--- src/rtl/txd_pkg.sv ---
package txd_pkg;

   // Word 0 bit positions that the engine decodes
   localparam int OWN_BIT  = 31;
   localparam int TSE_BIT  = 25;
   localparam int WRAP_BIT = 21;
   localparam int CHN_BIT  = 20;
   localparam int CTRL_LSB = 18;
   localparam int STAT_W   = 17;

   // Word 1 length fields
   localparam int LEN1_LSB  = 0;
   localparam int LEN2_LSB  = 16;
   localparam int LEN_MAX_W = 13;

   typedef enum logic [3:0] {
      ST_IDLE,
      ST_RD_REQ,
      ST_RD_WAIT,
      ST_EVAL,
      ST_CMD1,
      ST_CMD2,
      ST_DONE_WAIT,
      ST_WR_TSL,
      ST_WR_TSH,
      ST_WR_W0,
      ST_SUSP
   } eng_state_t;

endpackage

--- src/rtl/txd_desc_regs.sv ---
module txd_desc_regs #(
   parameter int NW    = 4,
   parameter int IDX_W = 2
) (
   input  logic                clk,
   input  logic                rst_n,
   input  logic                cap_i,
   input  logic [IDX_W-1:0]    idx_i,
   input  logic [31:0]         data_i,
   output logic [NW-1:0][31:0] words_o
);

   if (NW > (1 << IDX_W)) begin : g_bad_idx
      $error("txd_desc_regs: IDX_W too narrow for NW");
   end

   for (genvar i = 0; i < NW; i++) begin : g_word
      logic [31:0] q;
      always_ff @(posedge clk or negedge rst_n) begin
         if (!rst_n)
            q <= '0;
         else if (cap_i && idx_i == IDX_W'(i))
            q <= data_i;
      end
      assign words_o[i] = q;
   end

endmodule

--- src/rtl/txd_next_addr.sv ---
module txd_next_addr #(
   parameter int AW        = 32,
   parameter int CMP_BYTES = 16,
   parameter int EXT_BYTES = 32
) (
   input  logic [AW-1:0] cur_i,
   input  logic [AW-1:0] base_i,
   input  logic [AW-1:0] link_i,
   input  logic          ext_i,
   input  logic          chain_i,
   input  logic          wrap_i,
   output logic [AW-1:0] next_o
);

   always_comb begin
      if (chain_i)
         next_o = link_i;
      else if (wrap_i)
         next_o = base_i;
      else
         next_o = cur_i + (ext_i ? AW'(EXT_BYTES) : AW'(CMP_BYTES));
   end

endmodule

--- src/rtl/txd_wb_word.sv ---
module txd_wb_word #(
   parameter int CTRL_W = 13,
   parameter int STAT_W = 17
) (
   input  logic [CTRL_W-1:0] ctrl_i,
   input  logic [STAT_W-1:0] stat_i,
   output logic [31:0]       word_o
);

   localparam int GAP_W = 32 - 1 - CTRL_W - STAT_W;

   if (GAP_W < 1) begin : g_bad_fields
      $error("txd_wb_word: fields overflow the word");
   end

   // ownership released, control returned, reserved gap zero, status merged
   assign word_o = {1'b0, ctrl_i, {GAP_W{1'b0}}, stat_i};

endmodule

--- src/rtl/txd_engine.sv ---
module txd_engine import txd_pkg::*; #(
   parameter int AW     = 32,
   parameter int RD_LAT = 2,
   parameter int CNT_W  = 13
) (
   input  logic                clk,
   input  logic                rst_n,
   input  logic                ext_mode_i,
   input  logic [AW-1:0]       list_base_i,
   input  logic                poll_i,
   output logic                mem_req_o,
   output logic                mem_we_o,
   output logic [AW-1:0]       mem_addr_o,
   output logic [31:0]         mem_wdata_o,
   input  logic                mem_ready_i,
   input  logic [31:0]         mem_rdata_i,
   output logic                cmd_valid_o,
   input  logic                cmd_ready_i,
   output logic [31:0]         cmd_addr_o,
   output logic [CNT_W-1:0]    cmd_len_o,
   output logic                cmd_last_o,
   input  logic                done_valid_i,
   input  logic [STAT_W-1:0]   done_status_i,
   input  logic [63:0]         done_ts_i,
   output logic                suspended_o
);

   localparam int WORD_B    = 4;
   localparam int RD_WORDS  = 4;
   localparam int IDX_W     = $clog2(RD_WORDS);
   localparam int CMP_BYTES = WORD_B * 4;
   localparam int EXT_BYTES = WORD_B * 8;
   localparam int TSL_OFF   = WORD_B * 6;
   localparam int TSH_OFF   = WORD_B * 7;
   localparam int CTRL_W    = OWN_BIT - CTRL_LSB;
   localparam int LAT_W     = (RD_LAT > 1) ? $clog2(RD_LAT) : 1;

   if (RD_LAT < 1) begin : g_bad_lat
      $error("txd_engine: RD_LAT must be at least 1");
   end
   if (AW < 8 || AW > 32) begin : g_bad_aw
      $error("txd_engine: AW must lie in 8..32");
   end
   if (CNT_W < 1 || CNT_W > LEN_MAX_W) begin : g_bad_cnt
      $error("txd_engine: CNT_W must lie in 1..13");
   end

   eng_state_t               st_q;
   logic [AW-1:0]            cur_q;
   logic [IDX_W-1:0]         idx_q;
   logic [STAT_W-1:0]        stat_q;
   logic [63:0]              ts_q;
   logic [RD_WORDS-1:0][31:0] dw;
   logic                     lat_hit;
   logic                     cap;
   logic [CTRL_W-1:0]        ctrl_q;
   logic [CNT_W-1:0]         len1, len2;
   logic                     own, chained, wrap, ts_req, use1, use2;
   logic [31:0]              wb_word;
   logic [AW-1:0]            next_addr;
   logic                     unused_bits;

   // read latency tracking: a constant hit when data returns next cycle
   if (RD_LAT == 1) begin : g_lat_one
      assign lat_hit = 1'b1;
   end else begin : g_lat_cnt
      logic [LAT_W-1:0] cnt_q;
      always_ff @(posedge clk or negedge rst_n) begin
         if (!rst_n)
            cnt_q <= '0;
         else if (st_q == ST_RD_REQ && mem_ready_i)
            cnt_q <= LAT_W'(RD_LAT - 1);
         else if (st_q == ST_RD_WAIT && cnt_q != '0)
            cnt_q <= cnt_q - 1'b1;
      end
      assign lat_hit = (cnt_q == '0);
   end

   assign cap = (st_q == ST_RD_WAIT) && lat_hit;

   txd_desc_regs #(.NW(RD_WORDS), .IDX_W(IDX_W)) u_regs (
      .clk     (clk),
      .rst_n   (rst_n),
      .cap_i   (cap),
      .idx_i   (idx_q),
      .data_i  (mem_rdata_i),
      .words_o (dw)
   );

   assign ctrl_q  = dw[0][OWN_BIT-1:CTRL_LSB];
   assign own     = dw[0][OWN_BIT];
   assign chained = dw[0][CHN_BIT];
   assign wrap    = dw[0][WRAP_BIT];
   assign ts_req  = ext_mode_i && dw[0][TSE_BIT];
   assign len1    = dw[1][LEN1_LSB +: CNT_W];
   assign len2    = dw[1][LEN2_LSB +: CNT_W];
   assign use1    = (len1 != '0);
   assign use2    = !chained && (len2 != '0);
   assign unused_bits = ^{dw[0][CTRL_LSB-1:0], dw[1]};

   txd_wb_word #(.CTRL_W(CTRL_W), .STAT_W(STAT_W)) u_wb (
      .ctrl_i (ctrl_q),
      .stat_i (stat_q),
      .word_o (wb_word)
   );

   txd_next_addr #(.AW(AW), .CMP_BYTES(CMP_BYTES), .EXT_BYTES(EXT_BYTES)) u_next (
      .cur_i   (cur_q),
      .base_i  (list_base_i),
      .link_i  (dw[3][AW-1:0]),
      .ext_i   (ext_mode_i),
      .chain_i (chained),
      .wrap_i  (wrap),
      .next_o  (next_addr)
   );

   always_ff @(posedge clk or negedge rst_n) begin
      if (!rst_n) begin
         st_q   <= ST_IDLE;
         cur_q  <= '0;
         idx_q  <= '0;
         stat_q <= '0;
         ts_q   <= '0;
      end else begin
         unique case (st_q)
            ST_IDLE: if (poll_i) begin
               cur_q <= list_base_i;
               idx_q <= '0;
               st_q  <= ST_RD_REQ;
            end
            ST_SUSP: if (poll_i) begin
               idx_q <= '0;
               st_q  <= ST_RD_REQ;
            end
            ST_RD_REQ: if (mem_ready_i) st_q <= ST_RD_WAIT;
            ST_RD_WAIT: if (lat_hit) begin
               if (idx_q == IDX_W'(RD_WORDS - 1)) begin
                  st_q <= ST_EVAL;
               end else begin
                  idx_q <= idx_q + 1'b1;
                  st_q  <= ST_RD_REQ;
               end
            end
            ST_EVAL: begin
               if (!own)
                  st_q <= ST_SUSP;
               else if (use1)
                  st_q <= ST_CMD1;
               else if (use2)
                  st_q <= ST_CMD2;
               else begin
                  stat_q <= '0;
                  st_q   <= ST_WR_W0;
               end
            end
            ST_CMD1: if (cmd_ready_i) st_q <= use2 ? ST_CMD2 : ST_DONE_WAIT;
            ST_CMD2: if (cmd_ready_i) st_q <= ST_DONE_WAIT;
            ST_DONE_WAIT: if (done_valid_i) begin
               stat_q <= done_status_i;
               ts_q   <= done_ts_i;
               st_q   <= ts_req ? ST_WR_TSL : ST_WR_W0;
            end
            ST_WR_TSL: if (mem_ready_i) st_q <= ST_WR_TSH;
            ST_WR_TSH: if (mem_ready_i) st_q <= ST_WR_W0;
            ST_WR_W0: if (mem_ready_i) begin
               cur_q <= next_addr;
               idx_q <= '0;
               st_q  <= ST_RD_REQ;
            end
            default: st_q <= ST_IDLE;
         endcase
      end
   end

   always_comb begin
      mem_req_o   = 1'b0;
      mem_we_o    = 1'b0;
      mem_addr_o  = cur_q;
      mem_wdata_o = '0;
      unique case (st_q)
         ST_RD_REQ: begin
            mem_req_o  = 1'b1;
            mem_addr_o = cur_q + (AW'(idx_q) << 2);
         end
         ST_WR_TSL: begin
            mem_req_o   = 1'b1;
            mem_we_o    = 1'b1;
            mem_addr_o  = cur_q + AW'(TSL_OFF);
            mem_wdata_o = ts_q[31:0];
         end
         ST_WR_TSH: begin
            mem_req_o   = 1'b1;
            mem_we_o    = 1'b1;
            mem_addr_o  = cur_q + AW'(TSH_OFF);
            mem_wdata_o = ts_q[63:32];
         end
         ST_WR_W0: begin
            mem_req_o   = 1'b1;
            mem_we_o    = 1'b1;
            mem_wdata_o = wb_word;
         end
         default: ;
      endcase
   end

   assign cmd_valid_o = (st_q == ST_CMD1) || (st_q == ST_CMD2);
   assign cmd_addr_o  = (st_q == ST_CMD2) ? dw[3] : dw[2];
   assign cmd_len_o   = (st_q == ST_CMD2) ? len2 : len1;
   assign cmd_last_o  = (st_q == ST_CMD2) || !use2;
   assign suspended_o = (st_q == ST_SUSP);

endmodule

--- config.mk ---
export PLATFORM = sky130hd
export DESIGN_NAME = txd_engine
export DESIGN_NICKNAME = d
export VERILOG_FILES = /design/src/rtl/txd_pkg.sv /design/src/rtl/txd_desc_regs.sv /design/src/rtl/txd_next_addr.sv /design/src/rtl/txd_wb_word.sv /design/src/rtl/txd_engine.sv
export SDC_FILE = /design/constraint.sdc
export NUM_CORES = 1
export LEC_CHECK = 0
export BUFFER_PORTS_ARGS = -buffer_cell sky130_fd_sc_hd__clkbuf_2
export CORE_MARGIN = 10
export CORE_UTILIZATION = 50
export DETAILED_ROUTE_END_ITERATION = 10
export PLACE_DENSITY_LB_ADDON = 0.1
export SYNTH_ARGS = -nofsm -noshare
export SYNTH_HDL_FRONTEND = slang
export SYNTH_SLANG_ARGS = --single-unit
--- constraint.sdc ---
create_clock -name clk -period 3.5 [get_ports clk]
set_clock_uncertainty 0.15 [all_clocks]
set_input_delay 0.175 -clock clk [delete_from_list [all_inputs] [get_ports clk]]
set_output_delay 0.175 -clock clk [all_outputs]
set_load 0.03 [all_outputs]
Yosys cells after proc, flatten, opt, wreduce, memory -nomap -nowiden
Cells that the tools add are included.

Bits in writable memories: 0. Memories kept: 0. Word-level logic and storage cells: 113. Output and inout port bits: 114. Bits in latches: 0. Register bits after elaboration: 245. Memory bits (read-only): 0. Input port bits: 152.

$mul: 0. Reductions and logical operators: 29. $add $sub $neg: 6. Multiplexer cells: 40. Div/mod/pow operators: 0. Eq/ne operators: 27. $lt $le $gt $ge: 0. Bitwise logic cells: 1. Shifts and indexed selects: 0.

Operators with widths (number): 32-bit case mux with 3 select lines (2); 32-bit 2-to-1 mux (5); 17-bit 2-to-1 mux (4); 32-bit by 5-bit adder with 32-bit output (second input constant) (2); 32-bit case mux with 2 select lines (1); 4-bit 2-to-1 mux (13); 4-bit case mux with 10 select lines (1); 17-bit case mux with 2 select lines (1); 32-bit adder (1); 32-bit by 4-bit adder with 32-bit output (1); 13-bit nonzero test (2); 2-bit != test (second input constant) (12); 4-bit by 3-bit equality test with 1-bit output (second input constant) (4); 13-bit 2-to-1 mux (1); 4-bit equality test (second input constant) (3); 2-bit 2-to-1 mux (6); 5-bit AND reduction (2); 1-bit logical AND (9); 9-bit AND reduction (1); 4-bit by 2-bit equality test with 1-bit output (second input constant) (2); 6-bit 2-to-1 mux (1); 2-bit case mux with 3 select lines (1); 2-bit nonzero test (3); 2-bit equality test (second input constant) (2); 17 further kinds (23).

Logic depth before layout (Yosys ltp)
Depth in word-level cells: 6. Mapped depth: 11. Gate-level depth less buffers: 10.

Hierarchy
Synthesis repeated with hierarchy kept, for this count alone.

Cell total of the unflattened synthesis: 1350. Area total of the unflattened synthesis: 13287.7 um^2.

By module, submodules not included: txd_engine (seq. area each 3002.9 um^2, area each 7126.8 um^2, cells an instance 864, times used 1); txd_desc_regs (seq. area each 3203.1 um^2, area each 4744.6 um^2, cells an instance 272, times used 1); txd_next_addr (seq. area each 0.0 um^2, area each 1172.4 um^2, cells an instance 181, times used 1); txd_wb_word (seq. area each 0.0 um^2, area each 244.0 um^2, cells an instance 33, times used 1).

Worst setup path before layout
OpenSTA, ideal clock, no wires.

Kind: flip-flop to output port. Start: register st_q[0]. End: output mem_addr_o[20]. Setup slack: -441 ps. Data required time: 3175 ps. Data arrival time: 3616 ps. Cell stages (with the launch flop): 12. Buffers on the path: 1. Cells stage by stage: dfrtp_1 nor4b_4 clkbuf_1 or2_2 ha_1 inv_1 fa_1 nor3b_1 o21a_1 a31oi_4 or4_1 xnor2_1.

Word-level cells in the longest chain between the ends: 2. Elaborated cells between the ends (all ways): 4. Classes of those cells: eq/ne (3); mux (1).

RTL lines: start: declaration (line txd_engine.sv:48) `eng_state_t st_q;`; start signal: assignment (line txd_engine.sv:156) `ST_CMD1: if (cmd_ready_i) st_q <= use2 ? ST_CMD2 : ST_DONE_WAIT;`; start signal: assignment (line txd_engine.sv:161) `st_q <= ts_req ? ST_WR_TSL : ST_WR_W0;`; 4-bit equality test, or another cell as far along (line txd_engine.sv:180) `unique case (st_q)`; 32-bit case mux with 3 select lines (*) (line txd_engine.sv:180); end: declaration (line txd_engine.sv:13) `output logic [AW-1:0] mem_addr_o,`.

Every way passes the cells marked *; elsewhere a longest branch is shown, timed or not.

Final worst setup path
Start: register st_q[0]. End: output mem_addr_o[28].

The elaborated chain is that of the path after synthesis.

==> reports/results.tsv <==
metric	value	unit
fin_crit_sh	1.049	
num_rows	56	
ir_drop	0.0007335	V
hold_viol_final	0	
r2r_setup_slack	0.73	ns
nets	1669	
crit_start	st_q[0]$_DFFE_PN0P_	
setup_ws	-0.1701	ns
place_hpwl	27610	um
clock-root-buffer	clkbuf_16	
arrival	3.35	ns
violations	negative setup slack	
hold_path_class	in -> async	
grt_setup_unrepaired	yes	
ys_types	83	
drtPass1Iterations	6	
place.gp.congestion	0.9067	
ant_nets	0	
io_buffers	265	
grt_max_degree	111	
crit_path_end	mem_addr_o[28]	
grt_overflow	0	
slew_viol_final	0	
outcome	complete, but fails checks	
die_y	175.3	um
dieArea	0.03072	mm2
syn_inst	1092	
ys_ff_latch	224	
cts_buffer_depth	3	
dpl_worst_slack	0.1013	ns
yosys_warnings	0	
crit_type	reg -> out	
drt-total-wl	40760	um
yosysSeqAreaShare	0.4650	
grt.total_usage	0.2553	
reg2reg_depth	5	
design_area	0.01649	mm2
setup_viol	14	
drive_above_1_share	0.3770	
postSynthAreaPerCell	11.04	um2
synth_nets	1255	
synth_area	0.01206	mm2
tightest_slew	0.9506	ns
synth_edf_count	0	
powerDensity	804.7	mW/mm2
cp-end-kind	output port	
async_reset_ff_frac	1.000	
r2r_start	cur_q[14]$_DFFE_PN0P_	
relSlewSlack	0.3663	
max_freq	0.2725	GHz
via_per_inst	5.824	
total_power	0.01327	W
cts_tree	yes	
drt_iter0_drc	1190	
wire_per_inst	22.03	um
clkSinkCount	224	
cp_data_required_time	3.17	ns
cap_viol_max_count	0	
reg2reg_to	cur_q[27]$_DFFE_PN0P_	
grt_pass1_vias	11180	
cts-buffers-inserted	25	
clk_latency	0.54	ns
place_area	0.01378	mm2
drc_errors	0	
p_leak	7.599	nW
synth_ff_type	dfrtp_1	
clk_pin_slew_worst_paths	0.06	ns
grt_pass1_wl	63110	um
io_pins	266	
fin_setup_tns	-0.9446	ns
num_vias	10780	
antenna_found_initial	5	
htreeDepth	1	
crit_fanout	4	
fp.coreArea	0.02361	mm2
initial_utilization	0.5105	
critPathLaunchType	flop	
syn_to_final_growth	36.82	%
fin_crit	3.670	ns
die_x	175.3	um
==> state kept, by name, summed over array words and instances (netlist names) <==
signal,cells
idx_q,2
u_regs.g_word.q,104
st_q,4
g_lat_cnt.cnt_q,1
stat_q,17
cur_q,32
ts_q,64
==> how the worst min path moves through the flow <==
stage                          start                     to  slack, ns  cells past startpoint
after floorplan                rst_n   cur_q[0]$_DFFE_PN0P_      -0.27                      0
after global placement         rst_n   cur_q[8]$_DFFE_PN0P_       0.18                      1
after detailed placement       rst_n  cur_q[19]$_DFFE_PN0P_       0.18                      1
after CTS                 ext_mode_i    st_q[2]$_DFFE_PN0P_       0.08                      3
after global routing      ext_mode_i    st_q[2]$_DFFE_PN0P_       0.10                      3
final                          rst_n  cur_q[16]$_DFFE_PN0P_       0.08                      2
==> cell usage after synthesis, types with 6 or more instances <==
| cell type | n | share of area |
|---|---|---|
| inv_1 | 67 | 0.021 |
| o21ai_0 | 45 | 0.019 |
| and3_1 | 16 | 0.0083 |
| a31oi_1 | 12 | 0.0062 |
| a22oi_1 | 10 | 0.0062 |
| clkbuf_1 | 33 | 0.010 |
| nor4_1 | 10 | 0.0052 |
| nor2b_1 | 6 | 0.0031 |
| mux2_1 | 42 | 0.039 |
| ha_1 | 9 | 0.0093 |
| and2_1 | 7 | 0.0036 |
| xnor2_1 | 15 | 0.011 |
| a22o_1 | 7 | 0.0051 |
| o211ai_1 | 8 | 0.0050 |
| buf_2 | 32 | 0.013 |
| dfrtp_1 | 224 | 0.46 |
| a222oi_1 | 31 | 0.026 |
| mux2_2 | 175 | 0.16 |
| nor3_1 | 24 | 0.010 |
| a221oi_1 | 6 | 0.0044 |
| o22ai_1 | 11 | 0.0057 |
| nor2_1 | 36 | 0.011 |
| xor2_1 | 12 | 0.0087 |
| nand4_1 | 9 | 0.0047 |
| nand3_1 | 45 | 0.019 |
| nand2_1 | 52 | 0.016 |
| a21oi_1 | 34 | 0.014 |
==> layout make-up <==
type	instances	area, um2
Clock inverter	12	157.7
Multi-Input combinational cell	725	6041
Sequential cell	224	5607
Tap cell	319	399.1
Clock buffer	34	679.4
Fill cell	1807	7118
Timing Repair Buffer	463	3344
Antenna cell	6	15.01
Inverter	67	251.5
==> power breakdown <==
group | total, W | internal [W] | switching [W]
clock | 0.00271 | 0.00159 | 0.00111
combinational | 0.00599 | 0.00246 | 0.00353
sequential | 0.00457 | 0.00365 | 0.000922
==> critical path, cell delays in order (launching register included) <==
cell and delay (ns):
dfrtp_2 0.42, nor4b_4 0.32, or2_4 0.19, ha_4 0.14, inv_2 0.04, fa_2 0.37, nor3b_2 0.21, o21a_1 0.20
a31oi_4 0.12, or4_4 0.48, xnor2_4 0.19, buf_8 0.14
==> cells by family (layout without fill, tap and decap cells) <==
family,count (synthesis),in the layout,synth area share
flops,224,224,0.4650
buf+inv,143,576,0.05044
simple gates,245,245,0.1116
mux,220,220,0.2052
fa+ha+maj,12,12,0.01349
xor+xnor,27,27,0.01962
compound gates,221,221,0.1347
other cells,0,6,0
==> cells in the final DEF (no fill, tap or decap), types with 16 or more instances in the layout <==
cell type / n
a222oi_1: 31
and3_1: 16
dlygate4sd3_1: 147
mux2_1: 42
dfrtp_1: 223
nor3_1: 20
clkbuf_2: 238
buf_4: 63
inv_1: 66
nor2_1: 34
nand3_1: 44
clkbuf_16: 25
nand2_1: 51
a21oi_1: 33
mux2_2: 175
o21ai_0: 44
==> metal layers <==
metal  up-vias  GRT usage  routed length, um
met2       504     0.4122              19250
li1       4899          -                  -
met3        76    0.05554               3556
met1      5296     0.3375              16750
met5         -          0                  0
met4         0    0.07630               1204
==> stage by stage <==
step                      hold slack (ns)    util  std cells
after floorplan                   -0.2706       -       1092
after global placement             0.1759  0.5834       1633
after detailed placement           0.1814  0.5834       1633
after CTS                         0.08450  0.6936       1843
after global routing               0.1001  0.6984       1849
final                             0.08081  0.6985       1850
==> repair_timing <==
item,in CTS,in global routing
gates cloned,0,0
buffers inserted,17,2
hold buffers,147,0
resized for setup,38,59
pin swaps,13,11
setup endpoints to repair,22,27
hold endpoints to repair,325,0
No activity file was read; power rests on OpenSTA's default activity.
